--- config.mk ---
export PLATFORM = sky130hd
export DESIGN_NAME = cfg_seq_ctrl
export DESIGN_NICKNAME = d
export VERILOG_FILES = /design/src/rtl/cfg_seq_pkg.sv /design/src/rtl/cfg_seq_sync.sv /design/src/rtl/cfg_seq_timer.sv /design/src/rtl/cfg_seq_dclk_gen.sv /design/src/rtl/cfg_seq_ctrl.sv
export SDC_FILE = /design/constraint.sdc
export NUM_CORES = 1
export LEC_CHECK = 0
export BUFFER_PORTS_ARGS = -buffer_cell sky130_fd_sc_hd__clkbuf_2
export CELL_PAD_IN_SITES_DETAIL_PLACEMENT = 0
export CELL_PAD_IN_SITES_GLOBAL_PLACEMENT = 1
export CORE_MARGIN = 4
export CORE_UTILIZATION = 37
export CTS_CLUSTER_DIAMETER = 30
export DETAILED_ROUTE_END_ITERATION = 7
export PLACE_DENSITY_LB_ADDON = 0.1
export REMOVE_ABC_BUFFERS = 1
export SYNTH_ARGS = -nofsm -noshare
export SYNTH_HDL_FRONTEND = slang
export SYNTH_HIERARCHICAL = 1
export SYNTH_SLANG_ARGS = --single-unit
--- constraint.sdc ---
create_clock -name clk_i -period 3.2 [get_ports clk_i]
set_input_delay 0.64 -clock clk_i [delete_from_list [all_inputs] [get_ports clk_i]]
set_output_delay 0.64 -clock clk_i [all_outputs]
set_load 0.05 [all_outputs]
--- src/rtl/cfg_seq_pkg.sv ---
`timescale 1ns/1ps
package cfg_seq_pkg;
  localparam logic [2:0] MODE_PWRUP  = 3'd0;
  localparam logic [2:0] MODE_RESET  = 3'd1;
  localparam logic [2:0] MODE_CONFIG = 3'd2;
  localparam logic [2:0] MODE_INIT   = 3'd3;
  localparam logic [2:0] MODE_USER   = 3'd4;

  localparam logic [2:0] ERR_NONE     = 3'd0;
  localparam logic [2:0] ERR_RST_TO   = 3'd1;
  localparam logic [2:0] ERR_CFG_TO   = 3'd2;
  localparam logic [2:0] ERR_USER_TO  = 3'd3;
  localparam logic [2:0] ERR_NSTATUS  = 3'd4;
  localparam logic [2:0] ERR_CDONE_TO = 3'd5;

  typedef enum logic [3:0] {
    S_IDLE, S_RST_LO, S_RST_REL, S_NS_CLR, S_DATA, S_CHK,
    S_DCLK_CLR, S_DCLK_RUN, S_USER, S_DONE, S_ERR
  } seq_state_e;
endpackage

--- src/rtl/cfg_seq_sync.sv ---
`timescale 1ns/1ps
module cfg_seq_sync #(
  parameter int W      = 1,
  parameter int STAGES = 2
) (
  input  logic         clk_i,
  input  logic         rst_ni,
  input  logic [W-1:0] d_i,
  output logic [W-1:0] q_o
);
  logic [W-1:0] stg_q [STAGES];

  for (genvar s = 0; s < STAGES; s++) begin : g_stage
    always_ff @(posedge clk_i or negedge rst_ni) begin
      if (!rst_ni) stg_q[s] <= '0;
      else if (s == 0) stg_q[s] <= d_i;
      else stg_q[s] <= stg_q[(s > 0) ? s-1 : 0];
    end
  end

  assign q_o = stg_q[STAGES-1];
endmodule

--- src/rtl/cfg_seq_timer.sv ---
`timescale 1ns/1ps
module cfg_seq_timer #(
  parameter int TO_W = 16
) (
  input  logic            clk_i,
  input  logic            rst_ni,
  input  logic            restart_i,
  input  logic [TO_W-1:0] limit_i,
  output logic            expired_o
);
  logic [TO_W-1:0] cnt_q;

  always_ff @(posedge clk_i or negedge rst_ni) begin
    if (!rst_ni) cnt_q <= '0;
    else if (restart_i) cnt_q <= '0;
    else if (cnt_q != '1) cnt_q <= cnt_q + 1'b1;
  end

  // limit 0 disables the bound
  assign expired_o = (limit_i != '0) && (cnt_q >= limit_i);


  no_wrap_chk: assert property (@(posedge clk_i) disable iff (!rst_ni)
    (!restart_i && cnt_q == '1) |=> (cnt_q == '1));
endmodule

--- src/rtl/cfg_seq_dclk_gen.sv ---
`timescale 1ns/1ps
module cfg_seq_dclk_gen #(
  parameter int CNT_W = 16
) (
  input  logic             clk_i,
  input  logic             rst_ni,
  input  logic             start_i,
  input  logic [CNT_W-1:0] count_i,
  input  logic             clr_i,
  output logic             dclk_o,
  output logic             done_o
);
  logic             run_q, dclk_q, done_q, fin_q;
  logic [CNT_W-1:0] rem_q;
  logic             start_ok;

  // a load is taken only with the flag already cleared
  assign start_ok = start_i & ~run_q & ~done_q & ~fin_q;

  always_ff @(posedge clk_i or negedge rst_ni) begin
    if (!rst_ni) begin
      run_q  <= 1'b0;
      dclk_q <= 1'b0;
      done_q <= 1'b0;
      fin_q  <= 1'b0;
      rem_q  <= '0;
    end else begin
      fin_q <= 1'b0;
      if (start_ok) begin
        if (count_i == '0) fin_q <= 1'b1;
        else begin
          run_q  <= 1'b1;
          rem_q  <= count_i;
          dclk_q <= 1'b0;
        end
      end else if (run_q) begin
        if (!dclk_q) dclk_q <= 1'b1;
        else begin
          dclk_q <= 1'b0;
          rem_q  <= rem_q - 1'b1;
          if (rem_q == CNT_W'(1)) begin
            run_q <= 1'b0;
            fin_q <= 1'b1;
          end
        end
      end
      // set wins over clear
      if (fin_q) done_q <= 1'b1;
      else if (clr_i) done_q <= 1'b0;
    end
  end

  assign dclk_o = dclk_q;
  assign done_o = done_q;


  dclk_one_hi_chk: assert property (@(posedge clk_i) disable iff (!rst_ni)
    dclk_q |=> !dclk_q);

  dclk_in_run_chk: assert property (@(posedge clk_i) disable iff (!rst_ni)
    dclk_q |-> run_q);

  done_idle_chk: assert property (@(posedge clk_i) disable iff (!rst_ni)
    done_q |-> !run_q);

  done_clr_chk: assert property (@(posedge clk_i) disable iff (!rst_ni)
    (clr_i && !fin_q) |=> !done_q);
endmodule

--- src/rtl/cfg_seq_ctrl.sv ---
`timescale 1ns/1ps
module cfg_seq_ctrl
  import cfg_seq_pkg::*;
#(
  parameter int DW          = 32,
  parameter int CNT_W       = 16,
  parameter int TO_W        = 16,
  parameter int SYNC_STAGES = 2
) (
  input  logic             clk_i,
  input  logic             rst_ni,
  input  logic             start_i,
  input  logic             retry_i,
  input  logic [CNT_W-1:0] dclk_count_i,
  input  logic [TO_W-1:0]  timeout_i,
  input  logic             dclk_done_clr_i,
  input  logic [2:0]       mode_i,
  input  logic             conf_done_i,
  input  logic             nstatus_i,
  input  logic [DW-1:0]    in_data_i,
  input  logic             in_valid_i,
  input  logic             in_last_i,
  output logic             in_ready_o,
  output logic [DW-1:0]    cfg_data_o,
  output logic             cfg_wr_o,
  output logic             ncfg_o,
  output logic             pin_own_o,
  output logic             data_en_o,
  output logic             dclk_o,
  output logic             dclk_done_o,
  output logic             busy_o,
  output logic             done_o,
  output logic             error_o,
  output logic [2:0]       err_code_o
);
  localparam int SW = 5;

  seq_state_e    state_q, state_d;
  logic [2:0]    err_q, err_d;
  logic [SW-1:0] stat_s;
  logic [2:0]    mode_s;
  logic          cd_s, ns_s, ns_prev_q, ns_latch_q, ns_clr;
  logic          to_exp, gen_start, gen_clr, gen_done;
  logic          hs;
  logic [DW-1:0] data_q;
  logic          wr_q;

  cfg_seq_sync #(.W(SW), .STAGES(SYNC_STAGES)) u_sync (
    .clk_i (clk_i),
    .rst_ni(rst_ni),
    .d_i   ({mode_i, conf_done_i, nstatus_i}),
    .q_o   (stat_s)
  );
  assign mode_s = stat_s[4:2];
  assign cd_s   = stat_s[1];
  assign ns_s   = stat_s[0];

  cfg_seq_timer #(.TO_W(TO_W)) u_timer (
    .clk_i    (clk_i),
    .rst_ni   (rst_ni),
    .restart_i(state_d != state_q),
    .limit_i  (timeout_i),
    .expired_o(to_exp)
  );

  assign gen_start = (state_q == S_DCLK_RUN);
  assign gen_clr   = (state_q == S_DCLK_CLR) | dclk_done_clr_i |
                     ((state_q == S_USER) && (state_d == S_DONE));

  cfg_seq_dclk_gen #(.CNT_W(CNT_W)) u_dclk (
    .clk_i  (clk_i),
    .rst_ni (rst_ni),
    .start_i(gen_start),
    .count_i(dclk_count_i),
    .clr_i  (gen_clr),
    .dclk_o (dclk_o),
    .done_o (gen_done)
  );

  // nSTATUS fall latch
  always_ff @(posedge clk_i or negedge rst_ni) begin
    if (!rst_ni) begin
      ns_prev_q  <= 1'b0;
      ns_latch_q <= 1'b0;
    end else begin
      ns_prev_q <= ns_s;
      if (ns_clr) ns_latch_q <= 1'b0;
      else if (ns_prev_q && !ns_s) ns_latch_q <= 1'b1;
    end
  end

  always_comb begin
    state_d = state_q;
    err_d   = err_q;
    ns_clr  = 1'b0;
    unique case (state_q)
      S_IDLE, S_DONE: if (start_i) begin
        state_d = S_RST_LO;
        err_d   = ERR_NONE;
      end
      S_RST_LO: begin
        if (mode_s == MODE_RESET) state_d = S_RST_REL;
        else if (to_exp) begin
          state_d = S_ERR;
          err_d   = ERR_RST_TO;
        end
      end
      S_RST_REL: begin
        if (mode_s == MODE_CONFIG) state_d = S_NS_CLR;
        else if (to_exp) begin
          state_d = S_ERR;
          err_d   = ERR_CFG_TO;
        end
      end
      S_NS_CLR: begin
        ns_clr  = 1'b1;
        state_d = S_DATA;
      end
      S_DATA: begin
        if (ns_latch_q || !ns_s) begin
          state_d = S_ERR;
          err_d   = ERR_NSTATUS;
        end else if (in_valid_i && in_last_i) state_d = S_CHK;
      end
      S_CHK: begin
        if (ns_latch_q || !ns_s) begin
          state_d = S_ERR;
          err_d   = ERR_NSTATUS;
        end else if (cd_s) state_d = S_DCLK_CLR;
        else if (to_exp) begin
          state_d = S_ERR;
          err_d   = ERR_CDONE_TO;
        end
      end
      S_DCLK_CLR: state_d = S_DCLK_RUN;
      S_DCLK_RUN: if (gen_done) state_d = S_USER;
      S_USER: begin
        if (mode_s == MODE_USER) state_d = S_DONE;
        else if (to_exp) begin
          state_d = S_ERR;
          err_d   = ERR_USER_TO;
        end
      end
      S_ERR: if (retry_i) begin
        state_d = S_RST_LO;
        err_d   = ERR_NONE;
      end
      default: state_d = S_IDLE;
    endcase
  end

  always_ff @(posedge clk_i or negedge rst_ni) begin
    if (!rst_ni) begin
      state_q <= S_IDLE;
      err_q   <= ERR_NONE;
    end else begin
      state_q <= state_d;
      err_q   <= err_d;
    end
  end

  // data stage: one register between handshake and target bus
  assign hs = in_valid_i & in_ready_o;

  always_ff @(posedge clk_i or negedge rst_ni) begin
    if (!rst_ni) begin
      data_q <= '0;
      wr_q   <= 1'b0;
    end else begin
      wr_q <= hs;
      if (hs) data_q <= in_data_i;
    end
  end

  assign data_en_o   = (state_q == S_DATA);
  assign in_ready_o  = data_en_o & ns_s & ~ns_latch_q;
  assign cfg_data_o  = data_q;
  assign cfg_wr_o    = wr_q;
  assign ncfg_o      = (state_q != S_RST_LO);
  assign busy_o      = !(state_q inside {S_IDLE, S_DONE, S_ERR});
  assign pin_own_o   = busy_o;
  assign done_o      = (state_q == S_DONE);
  assign error_o     = (state_q == S_ERR);
  assign err_code_o  = err_q;
  assign dclk_done_o = gen_done;


  ncfg_owned_chk: assert property (@(posedge clk_i) disable iff (!rst_ni)
    !ncfg_o |-> (pin_own_o && busy_o));

  ready_phase_chk: assert property (@(posedge clk_i) disable iff (!rst_ni)
    in_ready_o |-> (pin_own_o && ncfg_o && data_en_o));

  dclk_busy_chk: assert property (@(posedge clk_i) disable iff (!rst_ni)
    dclk_o |-> busy_o);

  done_release_chk: assert property (@(posedge clk_i) disable iff (!rst_ni)
    done_o |-> (!pin_own_o && ncfg_o && !error_o));

  err_state_chk: assert property (@(posedge clk_i) disable iff (!rst_ni)
    error_o |-> (!busy_o && err_code_o != ERR_NONE));

  retry_restart_chk: assert property (@(posedge clk_i) disable iff (!rst_ni)
    (error_o && retry_i) |=> (!ncfg_o && busy_o));
endmodule

-- Word-level counts from Yosys, hierarchy flattened
Index checks and enable logic that the tools add are counted.
- $add $sub $neg: 2
- multiplexer cells: 50
- reduce and logical (&&, ||, !) cells: 21
- bitwise gates (word level): 12
- order comparisons: 1
- eq/ne operators: 30
- operator list (cell ; number):
    $mux W16 ; 6
    $mux W4 ; 11
    $pmux W4 S10 ; 1
    $mux W3 ; 12
    $pmux W3 S7 ; 1
    $mux W1 ; 19
    $ne A2 B2 Y1 const B ; 9
    $add A16 B1 Y16 const B ; 1
    $eq A16 B1 Y1 const B ; 1
    $eq A4 B3 Y1 const B ; 4
    $eq A4 B4 Y1 const B ; 4
    $ge A16 B16 Y1 ; 1
    $logic_not A16 Y1 ; 1
    $ne A16 B16 Y1 const B ; 1
    $reduce_bool A16 Y1 ; 1
    $sub A16 B1 Y16 const B ; 1
    $reduce_and A12 Y1 ; 1
    $reduce_bool A2 Y1 ; 5
    $eq A4 B2 Y1 const B ; 2
    $reduce_bool A7 Y1 ; 1
    $and A1 B1 Y1 ; 6
    $ne A3 B3 Y1 const B ; 2
    $eq A4 B1 Y1 const B ; 1
    $logic_and A1 B1 Y1 ; 4
    15 further kinds ; 20
- word-level logic and storage cells: 130
- input bits: 76
- output and inout port bits: 45
- flip-flop bits (word level): 88

-- Longest topological paths before layout
Gate-level depths: netlist of run 1.
- depth after elaboration: 11
- depth in mapped cells: 15
- depth with buffers taken out: 13

-- Hierarchy
Netlist of run 1, hierarchy kept.
- modules (own cells, without submodules) (module ; cells each ; instances ; area each (um^2) ; seq. area each (um^2)):
    cfg_seq_ctrl ; 196 ; 1 ; 2159.6 ; 1051.0
    cfg_seq_dclk_gen ; 146 ; 1 ; 1331.3 ; 500.5
    cfg_seq_timer ; 146 ; 1 ; 1262.5 ; 400.4
    cfg_seq_sync ; 15 ; 1 ; 287.8 ; 250.2

-- Worst setup path before layout of run 1
OpenSTA, ideal clock, no wires.
- kind: in2reg
- from: input port timeout_i[2]
- to: register u_timer.cnt_q[0]
- arrival: 3.637 ns
- required time: 3.068 ns
- setup time: 0.132 ns
- buffers on the path: 2
- setup slack: -0.569 ns
- stages on the path: 15
- cells stage by stage: inv_1 -> ha_1 -> a211oi_1 -> o21ai_0 -> a41oi_1 -> nor3_1 -> o31a_1 -> or3b_2 -> a211o_1 -> nand4_1 -> mux2_1 -> nand4_1 -> buf_1 -> clkbuf_1 -> nor2_1
- word-level cells in the longest chain between the ends: 8
- elaborated cells on any way between the ends: 13
- RTL lines (what ; line ; text):
    from (decl) ; cfg_seq_ctrl.sv:15 ; input logic [TO_W-1:0] timeout_i,
    $ge A16 B16 Y1 or $reduce_bool A16 Y1 (tied branches) ; cfg_seq_timer.sv:20 ; assign expired_o = (limit_i != '0) && (cnt_q >= limit_i);
    $logic_and A1 B1 Y1 (*) ; cfg_seq_timer.sv:20 ;
    via to_exp ; cfg_seq_ctrl.sv:43 ; logic to_exp, gen_start, gen_clr, gen_done;
    $mux W4 (*) ; -- ;
    $mux W4 ; cfg_seq_ctrl.sv:129 ; end else if (cd_s) state_d = S_DCLK_CLR;
    $mux W4 ; cfg_seq_ctrl.sv:126 ; if (ns_latch_q || !ns_s) begin
    $pmux W4 S10 (*) ; cfg_seq_ctrl.sv:96 ; unique case (state_q)
    $ne A4 B4 Y1 (*) ; cfg_seq_ctrl.sv:61 ; .restart_i(state_d != state_q),
    $mux W16 or $reduce_bool A2 Y1 (tied branches) ; -- ;
    to (signal assigned) ; cfg_seq_timer.sv:16 ; else if (cnt_q != '1) cnt_q <= cnt_q + 1'b1;
    to (decl) ; cfg_seq_timer.sv:11 ; logic [TO_W-1:0] cnt_q;
Mark *: on every way through the listed nets, which the timed path passes. The rest lies on a longest branch.
A chain may end at the register's enable or synchronous reset.

-- Worst setup path in the final report of run 1
- from: register u_timer.cnt_q[2]
- to: register u_timer.cnt_q[0]
- word-level cells in the longest chain between the ends: 8
- elaborated cells on any way between the ends: 13
- RTL lines (what ; line):
    $ge A16 B16 Y1 (*) ; cfg_seq_timer.sv:20
    $logic_and A1 B1 Y1 (*) ; cfg_seq_timer.sv:20
    via to_exp ; cfg_seq_ctrl.sv:43
    $mux W4 (*) ; --
    $mux W4 ; cfg_seq_ctrl.sv:129
    $mux W4 ; cfg_seq_ctrl.sv:126
    $pmux W4 S10 (*) ; cfg_seq_ctrl.sv:96
    $ne A4 B4 Y1 (*) ; cfg_seq_ctrl.sv:61
    $mux W16 or $reduce_bool A2 Y1 (tied branches) ; --
Marked as above.

==> results of run 1 <==
==> logic make-up (layout without fill, tap and decap cells) <==
kind of cell             after synthesis  after routing  share of synthesized area
AO/OA/AOI/OAI                        113            113                     0.1631
XOR/XNOR                              11             11                    0.01911
adder cells (fa/ha/maj)               19             19                    0.04716
buffers and inverters                 61            209                    0.05733
flip-flops                            88             88                     0.4368
multiplexers                          37             37                    0.08166
AND/OR/NAND/NOR                      174            174                     0.1948
==> what timing repair did <==
item / CTS / global route
endpoints found under the setup margin: 16 / 16
pin swaps: 3 / 10
gates cloned: 1 / 0
resized for setup: 5 / 25
buffers inserted: 2 / 3
==> sequential cells by signal (all words and copies together) (netlist names) <==
signal         cells
state_q            4
u_dclk/rem_q      16
ns_prev_q          1
u_dclk/fin_q       1
u_dclk/dclk_o      1
u_dclk/done_o      1
u_sync/q_o         5
ns_latch_q         1
err_code_o         3
u_sync/stg_q       5
u_timer/cnt_q     16
u_dclk/run_q       1
cfg_data_o        32
cfg_wr_o           1
==> cells in the mapped netlist (8+ instances only) <==
cell     count  area (µm²)
dfrtp_1     88        2202
nor2_1      44       165.2
inv_1       32       120.1
mux2_2      32       360.4
nand2_1     21       78.83
a21oi_1     19       95.09
ha_1        19       237.7
o21ai_0     17       85.08
nand3_1     16       80.08
nor3_1      16       80.08
buf_2       12       60.06
nand4_1     12       75.07
a22oi_1     11       82.58
a31oi_1     10       62.56
nor4_1      10       62.56
buf_4        8       60.06
==> routing by layer <==
metal	GRT usage	share of wire	vias up
met5	0	0	-
met4	0.06190	0.015	0
met3	0.05146	0.081	15
met2	0.2691	0.46	145
met1	0.2306	0.45	2120
li1	-	-	2158
==> critical path, stage by stage, from the launching register on <==
cell,delay [ps]
dfrtp_1,410
ha_4,250
a211oi_2,160
o21ai_1,110
a41oi_2,190
nor3_2,60
o31a_1,340
or3b_4,380
a211o_1,290
nand4_1,150
mux2_4,320
nand4_1,110
buf_4,130
clkbuf_16,140
nor2_1,50
==> worst min-delay path by stage <==
| stage | from | endpoint | slack (ps) |
|---|---|---|---|
| 2_1_floorplan | u_sync/stg_q[5]$_DFF_PN0_ | u_sync/q_o[0]$_DFF_PN0_ | 330 |
| 3_3_place_gp | u_sync/stg_q[5]$_DFF_PN0_ | u_sync/q_o[0]$_DFF_PN0_ | 330 |
| 3_5_place_dp | u_sync/stg_q[9]$_DFF_PN0_ | u_sync/q_o[4]$_DFF_PN0_ | 330 |
| 4_1_cts | rst_ni | u_dclk/rem_q[4]$_DFFE_PN0P_ | 350 |
| 5_1_grt | u_sync/stg_q[9]$_DFF_PN0_ | u_sync/q_o[4]$_DFF_PN0_ | 360 |
| 6_report | rst_ni | u_dclk/rem_q[4]$_DFFE_PN0P_ | 330 |
==> cell type report <==
type | count | area, µm² | area share
clock inverter | 7 | 61.31 | 0.009500
tap | 176 | 220.2 | 0.03412
inverter | 32 | 122.6 | 0.01900
timing repair buffer | 161 | 950.9 | 0.1473
sequential | 88 | 2202 | 0.3412
clock buffer | 9 | 225.2 | 0.03490
multi-input combinational | 354 | 2671 | 0.4139
==> report_power, final <==
| part | total, mW | internal [mW] | switching [mW] |
|---|---|---|---|
| Clock | 1.03 | 0.544 | 0.487 |
| Sequential | 1.43 | 1.30 | 0.132 |
| Combinational | 1.90 | 0.675 | 1.23 |
| Total | 4.37 | 2.52 | 1.85 |
==> impl_results.md, run 1 <==
* Overall Power at 4.368 mW
* Layout area overhead at 28.02%
* Core Area at 0.01330 mm²
* Finished Cell Area at 0.006454 mm²
* First-pass GRT wire length at 22,290 µm
* Final WS setup at 5.149 ps
* Htree depth at 3
* Routability cong. at 0.9032
* Reg2reg start: u_timer/cnt_q[2]$_DFFE_PN0P_
* CP Class: reg -> reg
* CTS tree: yes
* Vias at 4,438
* Synth unique cells at 76
* Crit Reg-Reg Endpoint: u_timer/cnt_q[0]$_DFFE_PN0P_
* Hold Slack at 330.0 ps
* Most common flop cell mapped by yosys: dfrtp_1
* IO Count at 121
* Fillcell total at 1,293
* Fin. Hold Viols at 0
* YS warnings at 6
* Clk sink count at 88
* Final nets at 741
* Worst Tran Pin Value at 760.2 ps
* Crit path capture: u_timer/cnt_q[0]$_DFFE_PN0P_
* Fmax at 0.3130 GHz
* Layout Skew at 5.940 ps
* Number of global-route vias before repair at 4,474
* Critical Path RT at 3440 ps
* Total Wirelength at 13,510 µm
* Period Utilization, post-route at 0.9984
* Final setup violation count at 0
* CTS Buf Count at 9
* Worst vdd ir at 0.0004007 V
* Fin util at 0.4854
* Syn Std Cell Area at 0.005041 mm²
* Max Buffers Root-to-Sink at 2
* DR pass1 iterations at 4
* DRC viols at 0
* Wire length per cell at 16.34 µm
* Part of the Yosys area used for sequential elements at 0.4368
* Async S/R FF share, synth at 1.000
* Setup WS pre-CTS at -519.7 ps
* Reg2reg setup slack at 5 ps
* Max-slew violations at 0
* Commonest non-fill, non-tap cell in the layout: clkbuf_2
* Clk_lat worst skew at 350 ps
* Commonest cells after routing, fill and taps aside: clkbuf_2 (118), dfrtp_1 (88), nor2_1 (41)
* Hpwl dp at 9915 µm
* Minimum clock period at 3195 ps
* Die Width at 124.7 µm
* Post-Route Setup TNS at 0 ps
* Die area at 0.01556 mm²
* CTS root buf: clkbuf_16
* Startpoint Class: register
* Slew HR at 0.4893
* Largest net degree at the start of global routing at 52
* Post-Syn Instances at 503
* Static leakage at 3.080 nW
* Yosys reg bits at 88
* N_diodes at 0
* Number of flops mapped to enable cells by yosys at 0
* Reg clk slew, reported paths at 70 ps
* Crit Path Max Fanout at 8
* Syn avg cell area at 10.02 µm²
* Tot GR Track Use at 0.1735
* Row cnt at 42
* CP Capture Type: register
* Critical path startpoint: u_timer/cnt_q[2]$_DFFE_PN0P_
* IO Port Bufs at 120
* Post-CTS Hold Fix Bufs at 0
* Share of cells above drive strength 1 at 0.3825
* Max Cap Viol at 0
* Cells on worst reg2reg path at 14
* Remaining antenna violation count at 0
* Die height at 124.7 µm
* Placed Instances at 806
* PD cells at 676.8 mW/mm²
* Fin cells at 827
* Run status: finished clean
* Vias/cell at 5.366
* Initial Utilization at 0.3792
* Initial DRC count at 225
* Placed Area at 0.005997 mm²
* RSZ-0062 raised after global routing: true
* Initial antenna violation count at 0
* CP arrival at 3430 ps
* Hold Path Class: in -> async
* Grt total ovfl at 0
No activity file was read; power rests on OpenSTA's default activity.
==> inputs of run 2 (changes only) <==
--- a/config.mk
+++ b/config.mk
@@ -9,7 +9,7 @@
 export CELL_PAD_IN_SITES_DETAIL_PLACEMENT = 0
 export CELL_PAD_IN_SITES_GLOBAL_PLACEMENT = 1
 export CORE_MARGIN = 4
-export CORE_UTILIZATION = 37
+export CORE_UTILIZATION = 40
 export CTS_CLUSTER_DIAMETER = 30
 export DETAILED_ROUTE_END_ITERATION = 7
 export PLACE_DENSITY_LB_ADDON = 0.1
==> constraint.sdc (replaced) <==
create_clock -name clk_i -period 3.7 [get_ports clk_i]
set_input_delay 0.74 -clock clk_i [delete_from_list [all_inputs] [get_ports clk_i]]
set_output_delay 0.74 -clock clk_i [all_outputs]
set_load 0.05 [all_outputs]
==> run 2 against run 1 <==
  * Register-to-register slack better by 280 ps
  * Final cell count down 4.1%
  * Cell area down 5.1%
  * Global-route usage up 0.91 points
  * Power fell by 16%
  * Flip-flop and latch count stayed put
  * Via count fell by 2.7%
  * Clock power is 9% lower
  * Clock-buffer cell count grew 1
==> impl_results.md, run 2 (same netlist as run 1, synthesis figures left out) <==
* Worst vdd ir at 0.0003950 V (was 0.0004007 V)
* Die Width at 120.3 µm (was 124.7 µm)
* Placed Area at 0.005817 mm² (was 0.005997 mm²)
* Finished Cell Area at 0.006122 mm² (was 0.006454 mm²)
* Fin. Hold Viols at 0 (unchanged)
* Layout Skew at 8.768 ps (was 5.940 ps)
* Remaining antenna violation count at 0 (unchanged)
* Slew HR at 0.5654 (was 0.4893)
* Initial DRC count at 258 (was 225)
* N_diodes at 0 (unchanged)
* Final WS setup at 241.7 ps (was 5.149 ps)
* Htree depth at 3 (unchanged)
* DR pass1 iterations at 5 (was 4)
* Fmax at 0.2892 GHz
* Clk sink count at 88 (unchanged)
* Worst Tran Pin Value at 651.9 ps (was 760.2 ps)
* Post-CTS Hold Fix Bufs at 0 (unchanged)
* Static leakage at 2.943 nW (was 3.080 nW)
* RSZ-0062 raised after global routing: false (was true)
* CTS root buf: clkbuf_16 (unchanged)
* PD cells at 598.1 mW/mm² (was 676.8 mW/mm²)
* Initial antenna violation count at 0 (unchanged)
* Max-slew violations at 0 (unchanged)
* Die height at 120.3 µm (was 124.7 µm)
* Minimum clock period at 3458 ps
* Die area at 0.01446 mm² (was 0.01556 mm²)
* Max FFs per register at 32 (unchanged)
* Number of global-route vias before repair at 4,242 (was 4,474)
* Tot GR Track Use at 0.1826 (was 0.1735)
* Share of cells above drive strength 1 at 0.3216 (was 0.3825)
* Final setup violation count at 0 (unchanged)
* Vias at 4,318 (was 4,438)
* Hold Path Class: reg -> reg (was in -> async)
* Max Cap Viol at 0 (unchanged)
* Period Utilization, post-route at 0.9347
* CP max stage delay at 470 ps (was 410 ps)
* Commonest non-fill, non-tap cell in the layout: clkbuf_2 (unchanged)
* First-pass GRT wire length at 21,310 µm (was 22,290 µm)
* Fin util at 0.5034 (was 0.4854)
* Reg clk slew, reported paths at 70 ps (about the same)
* Clk_lat worst skew at 340 ps (was 350 ps)
* Setup WS pre-CTS at -149.4 ps (was -519.7 ps)
* Startpoint Class: primary input (was register)
* Overall Power at 3.662 mW (was 4.368 mW)
* Fin cells at 793 (was 827)
* Hold Slack at 348.0 ps (was 330.0 ps)
* DRC viols at 0 (unchanged)
* Crit Path Max Fanout at 16 (was 8)
* Layout area overhead at 21.44% (was 28.02%)
* Commonest cells after routing, fill and taps aside: clkbuf_2 (119), dfrtp_1 (88), nor2_1 (44) (was clkbuf_2 (118), dfrtp_1 (88), nor2_1 (41))
* Hpwl dp at 9605 µm (was 9915 µm)
* CTS tree: yes (unchanged)
* Routability cong. at 0.9109 (was 0.9032)
* Core Area at 0.01216 mm² (was 0.01330 mm²)
* Final nets at 715 (was 741)
* CP arrival at 3680 ps (was 3430 ps)
* Max Buffers Root-to-Sink at 2 (unchanged)
* CP max-delay cell: or3b_2 (was dfrtp_1)
* Critical Path RT at 3920 ps (was 3440 ps)
* Grt total ovfl at 0 (unchanged)
* Placed Instances at 777 (was 806)
* CTS resizes at 0 (was 5)
* CP Capture Type: register (unchanged)
* CTS Buf Count at 9 (unchanged)
* Post-Route Setup TNS at 0 ps (unchanged)
* Post-CTS Setup Inserts at 0 (was 2)
* Row cnt at 40 (was 42)
* Largest net degree at the start of global routing at 53 (was 52)
* IO Port Bufs at 120 (unchanged)
* CP Class: in -> reg (was reg -> reg)
* IO Count at 121 (unchanged)
* Run status: finished clean (unchanged)
* Crit-path cells: clkbuf_2 > inv_1 > ha_1 > a211oi_1 > o21ai_0 > a41oi_1 > nor3_1 > o31a_1 > or3b_2 > a211o_1 > nand4_1 > mux2_1 > nand4_1 > buf_12 > nor3_1 (was ha_4 > a211oi_2 > o21ai_1 > a41oi_2 > nor3_2 > o31a_1 > or3b_4 > a211o_1 > nand4_1 > mux2_4 > nand4_1 > buf_4 > clkbuf_16 > nor2_1)
* Wire length per cell at 16.06 µm (was 16.34 µm)
* Initial Utilization at 0.4145 (was 0.3792)
* Vias/cell at 5.445 (was 5.366)
* Total Wirelength at 12,730 µm (was 13,510 µm)
run 2: path summary, 6_finish.rpt:
check	startpoint	endpoint	slack (ps)	cells past startpoint
hold / removal	u_sync/stg_q[6]$_DFF_PN0_	u_sync/q_o[1]$_DFF_PN0_	350	0
min in group asynchronous	rst_ni	u_timer/cnt_q[3]$_DFFE_PN0P_	430	1
hold reg to reg	u_sync/stg_q[6]$_DFF_PN0_	u_sync/q_o[1]$_DFF_PN0_	350	0
setup reg to reg	u_timer/cnt_q[2]$_DFFE_PN0P_	u_timer/cnt_q[8]$_DFFE_PN0P_	290	13
max in group asynchronous	rst_ni	u_sync/stg_q[9]$_DFF_PN0_	2540	2
setup / recovery	timeout_i[2]	u_timer/cnt_q[8]$_DFFE_PN0P_	240	15
run 2: worst max-delay path, delay by kind of cell:
family,cells,cell delay [ps]
AO/OA/AOI/OAI,5,1170
AND/OR/NAND/NOR,5,850
multiplexers,1,330
adder cells (fa/ha/maj),1,300
buffers and inverters,3,290
run 2: layout make-up:
class / count / area (µm²)
multi-input combinational: 354 / 2556
clock inverter: 6 / 76.32
timing repair buffer: 135 / 728.2
fill: 1221 / 6040
sequential: 88 / 2202
clock buffer: 10 / 229.0
inverter: 32 / 120.1
tap: 168 / 210.2
run 2: per-layer routing:
layer	vias up	routed length (µm)	track usage
met5	-	0	0
met4	0	165	0.06020
met3	11	848	0.04163
met2	125	5948	0.2852
met1	2070	5769	0.2519
li1	2112	-	-
run 2: power breakdown:
group | internal (mW) | leakage [nW] | switching (mW) | total, mW
clock network | 0.536 | 0.150 | 0.401 | 0.937
logic | 0.485 | 1.66 | 0.996 | 1.48
registers | 1.13 | 1.13 | 0.118 | 1.24
==> inputs of run 3 (changes only) <==
--- a/config.mk
+++ b/config.mk
@@ -10,6 +10,7 @@
 export CELL_PAD_IN_SITES_GLOBAL_PLACEMENT = 1
 export CORE_MARGIN = 4
 export CORE_UTILIZATION = 40
+export CTS_BUF_LIST = sky130_fd_sc_hd__clkbuf_8
 export CTS_CLUSTER_DIAMETER = 30
 export DETAILED_ROUTE_END_ITERATION = 7
 export PLACE_DENSITY_LB_ADDON = 0.1
==> run 3 against run 2 <==
  * Combinational power about the same
  * Power down 6.5%
  * Hold slack gained 6.3 ps
  * Highest routed layer unchanged
  * Final cell count unchanged
  * Sequential power about the same
  * Utilization is 0.82 points lower
  * Cell area fell by 1.6%
  * Clock power is 25% lower
  * Flip-flop and latch count unchanged
  * Fmax shrank 0.42%
  * Via count fell by 0.56%
  * Setup slack worse by 15 ps
==> impl_results.md, run 3 (same netlist as run 1, synthesis figures left out) <==
* Routability cong. at 0.9109 (unchanged)
* CP max stage delay at 470 ps (about the same)
* Tot GR Track Use at 0.1822 (was 0.1826)
* CP Class: in -> reg (unchanged)
* Max FFs per register at 32 (unchanged)
* Number of global-route vias before repair at 4,228 (was 4,242)
* Hold Slack at 354.3 ps (was 348.0 ps)
* Family with the most delay on the worst path: compound AO/OA/AOI/OAI gates (unchanged)
* Final WS setup at 227.2 ps (was 241.7 ps)
* Seq. cell area at 0.002203 mm² (was 0.002202 mm²)
* Grt total ovfl at 0 (unchanged)
* Worst Path Buf+Inv at 3 (unchanged)
* Post-CTS Hold Fix Bufs at 0 (unchanged)
* Reg clk slew, reported paths at 90 ps (was 70 ps)
* Fmax at 0.2880 GHz (was 0.2892 GHz)
* Met3 routed WL at 829 µm (was 848 µm)
* IO Count at 121 (unchanged)
* DRC viols at 0 (unchanged)
* Post-CTS Setup Inserts at 0 (unchanged)
* CTS Buf Count at 9 (unchanged)
* Commonest cells after routing, fill and taps aside: clkbuf_2 (119), dfrtp_1 (87), nor2_1 (44) (was clkbuf_2 (119), dfrtp_1 (88), nor2_1 (44))
* Minimum clock period at 3473 ps (was 3458 ps)
* Hold Crit Depth at 0 (unchanged)
* Setup WS pre-CTS at -149.4 ps (unchanged)
* Die area at 0.01446 mm² (unchanged)
* Worst vdd ir at 0.0003423 V (was 0.0003950 V)
* CP max-delay cell: or3b_2 (unchanged)
* PD cells at 568.3 mW/mm² (was 598.1 mW/mm²)
* Initial DRC count at 233 (was 258)
* Vias/cell at 5.415 (was 5.445)
* CTS root buf: clkbuf_8 (was clkbuf_16)
* Worst Tran Pin Value at 652.1 ps (was 651.9 ps)
* Critical Path Stages at 15 (unchanged)
* Initial Utilization at 0.4145 (unchanged)
* Max-slew violations at 0 (unchanged)
* DRT met1 WL at 5853 µm (was 5769 µm)
* Fin. Hold Viols at 0 (unchanged)
* Vias at 4,294 (was 4,318)
* Post-Route Setup TNS at 0 ps (unchanged)
* CTS tree: yes (unchanged)
* Hold Path Class: reg -> reg (unchanged)
* First-pass GRT wire length at 21,260 µm (was 21,310 µm)
* Fillcell total at 1,227 (was 1,221)
* Crit Path Max Fanout at 16 (unchanged)
* Fin cells at 793 (unchanged)
* Slew HR at 0.5653 (was 0.5654)
* Die Width at 120.3 µm (unchanged)
* Largest net degree at the start of global routing at 53 (unchanged)
* Initial antenna violation count at 0 (unchanged)
* CP Capture Type: register (unchanged)
* Core Area at 0.01216 mm² (unchanged)
* Critical Path RT at 3950 ps (was 3920 ps)
* Period Utilization, post-route at 0.9386 (was 0.9347)
* Cells on worst reg2reg path at 13 (unchanged)
* RSZ-0062 raised after global routing: false (unchanged)
* Startpoint Class: primary input (unchanged)
* N_diodes at 0 (unchanged)
* Run status: finished clean (unchanged)
* Static leakage at 2.900 nW (was 2.943 nW)
* Final setup violation count at 0 (unchanged)
* Remaining antenna violation count at 0 (unchanged)
* Die height at 120.3 µm (unchanged)
* Placed Instances at 777 (unchanged)
* CP arrival at 3720 ps (was 3680 ps)
* Clk_lat worst skew at 370 ps (was 340 ps)
* Area occupied by multi-input gates at 0.002556 mm² (unchanged)
* IO Port Bufs at 120 (unchanged)
* Max Buffers Root-to-Sink at 2 (unchanged)
* Layout area overhead at 19.46% (was 21.44%)
* Htree depth at 3 (unchanged)
* Total Wirelength at 12,760 µm (was 12,730 µm)
* Row cnt at 40 (unchanged)
* Wire length per cell at 16.09 µm (was 16.06 µm)
* Commonest non-fill, non-tap cell in the layout: clkbuf_2 (unchanged)
* DR pass1 iterations at 4 (was 5)
* Overall Power at 3.422 mW (was 3.662 mW)
* CTS resizes at 0 (unchanged)
* Share of cells above drive strength 1 at 0.3232 (was 0.3216)
* Crit-path cells: clkbuf_2 > inv_1 > ha_1 > a211oi_1 > o21ai_0 > a41oi_1 > nor3_1 > o31a_1 > or3b_2 > a211o_1 > nand4_1 > mux2_1 > nand4_1 > buf_12 > nor3_1 (unchanged)
* Met2 routed WL at 5901 µm (was 5948 µm)
* Clk sink count at 88 (unchanged)
* Hpwl dp at 9605 µm (unchanged)
* Final nets at 715 (unchanged)
* Max Cap Viol at 0 (unchanged)
* Layout Skew at 13.91 ps (was 8.768 ps)
* Max Used Layer: met4 (unchanged)
run 3: changes by cell type in the layout (fill, tap and decap cells not counted):
cell	previous run	this run
clkbuf_1	1	0
clkbuf_16	9	0
dfrtp_1	88	87
inv_1	32	33
clkbuf_8	0	9
dfrtp_2	0	1
run 3: stage by stage:
stage,util,instance area [µm²]
final,0.4952,6022
after global routing,0.4952,6022
after CTS,0.4951,6021
after detailed placement,0.4783,5817
after global placement,0.4783,5817
after floorplan,-,4872
run 3: cell type report:
| type | instances | share of cell area |
|---|---|---|
| multi-input combinational | 354 | 0.4245 |
| sequential | 88 | 0.3659 |
| timing repair buffer | 135 | 0.1209 |
| tap | 168 | 0.03491 |
| clock buffer | 9 | 0.02057 |
| inverter | 32 | 0.01995 |
| clock inverter | 7 | 0.01330 |
run 3: final timing paths:
path,startpoint,endpoint,slack (ps)
worst max-delay path,timeout_i[2],u_timer/cnt_q[8]$_DFFE_PN0P_,230
worst min-delay path,u_sync/stg_q[6]$_DFF_PN0_,u_sync/q_o[1]$_DFF_PN0_,350
worst max register to register,u_timer/cnt_q[2]$_DFFE_PN0P_,u_timer/cnt_q[8]$_DFFE_PN0P_,270
worst min register to register,u_sync/stg_q[6]$_DFF_PN0_,u_sync/q_o[1]$_DFF_PN0_,350
max in group asynchronous,rst_ni,cfg_data_o[15]$_DFFE_PN0P_,2570
min in group asynchronous,rst_ni,state_q[1]$_DFF_PN0_,390
run 3: report_power, final:
part / switching, mW / internal [mW]
Clock: 0.378 / 0.322
Sequential: 0.119 / 1.12
Combinational: 0.995 / 0.485
run 3: metal layers:
layer  global-route usage  vias to the layer above
li1                     -                     2106
met1               0.2528                     2053
met2               0.2838                      122
met3              0.04022                       13
met4              0.06020                        0
met5                    0                        -
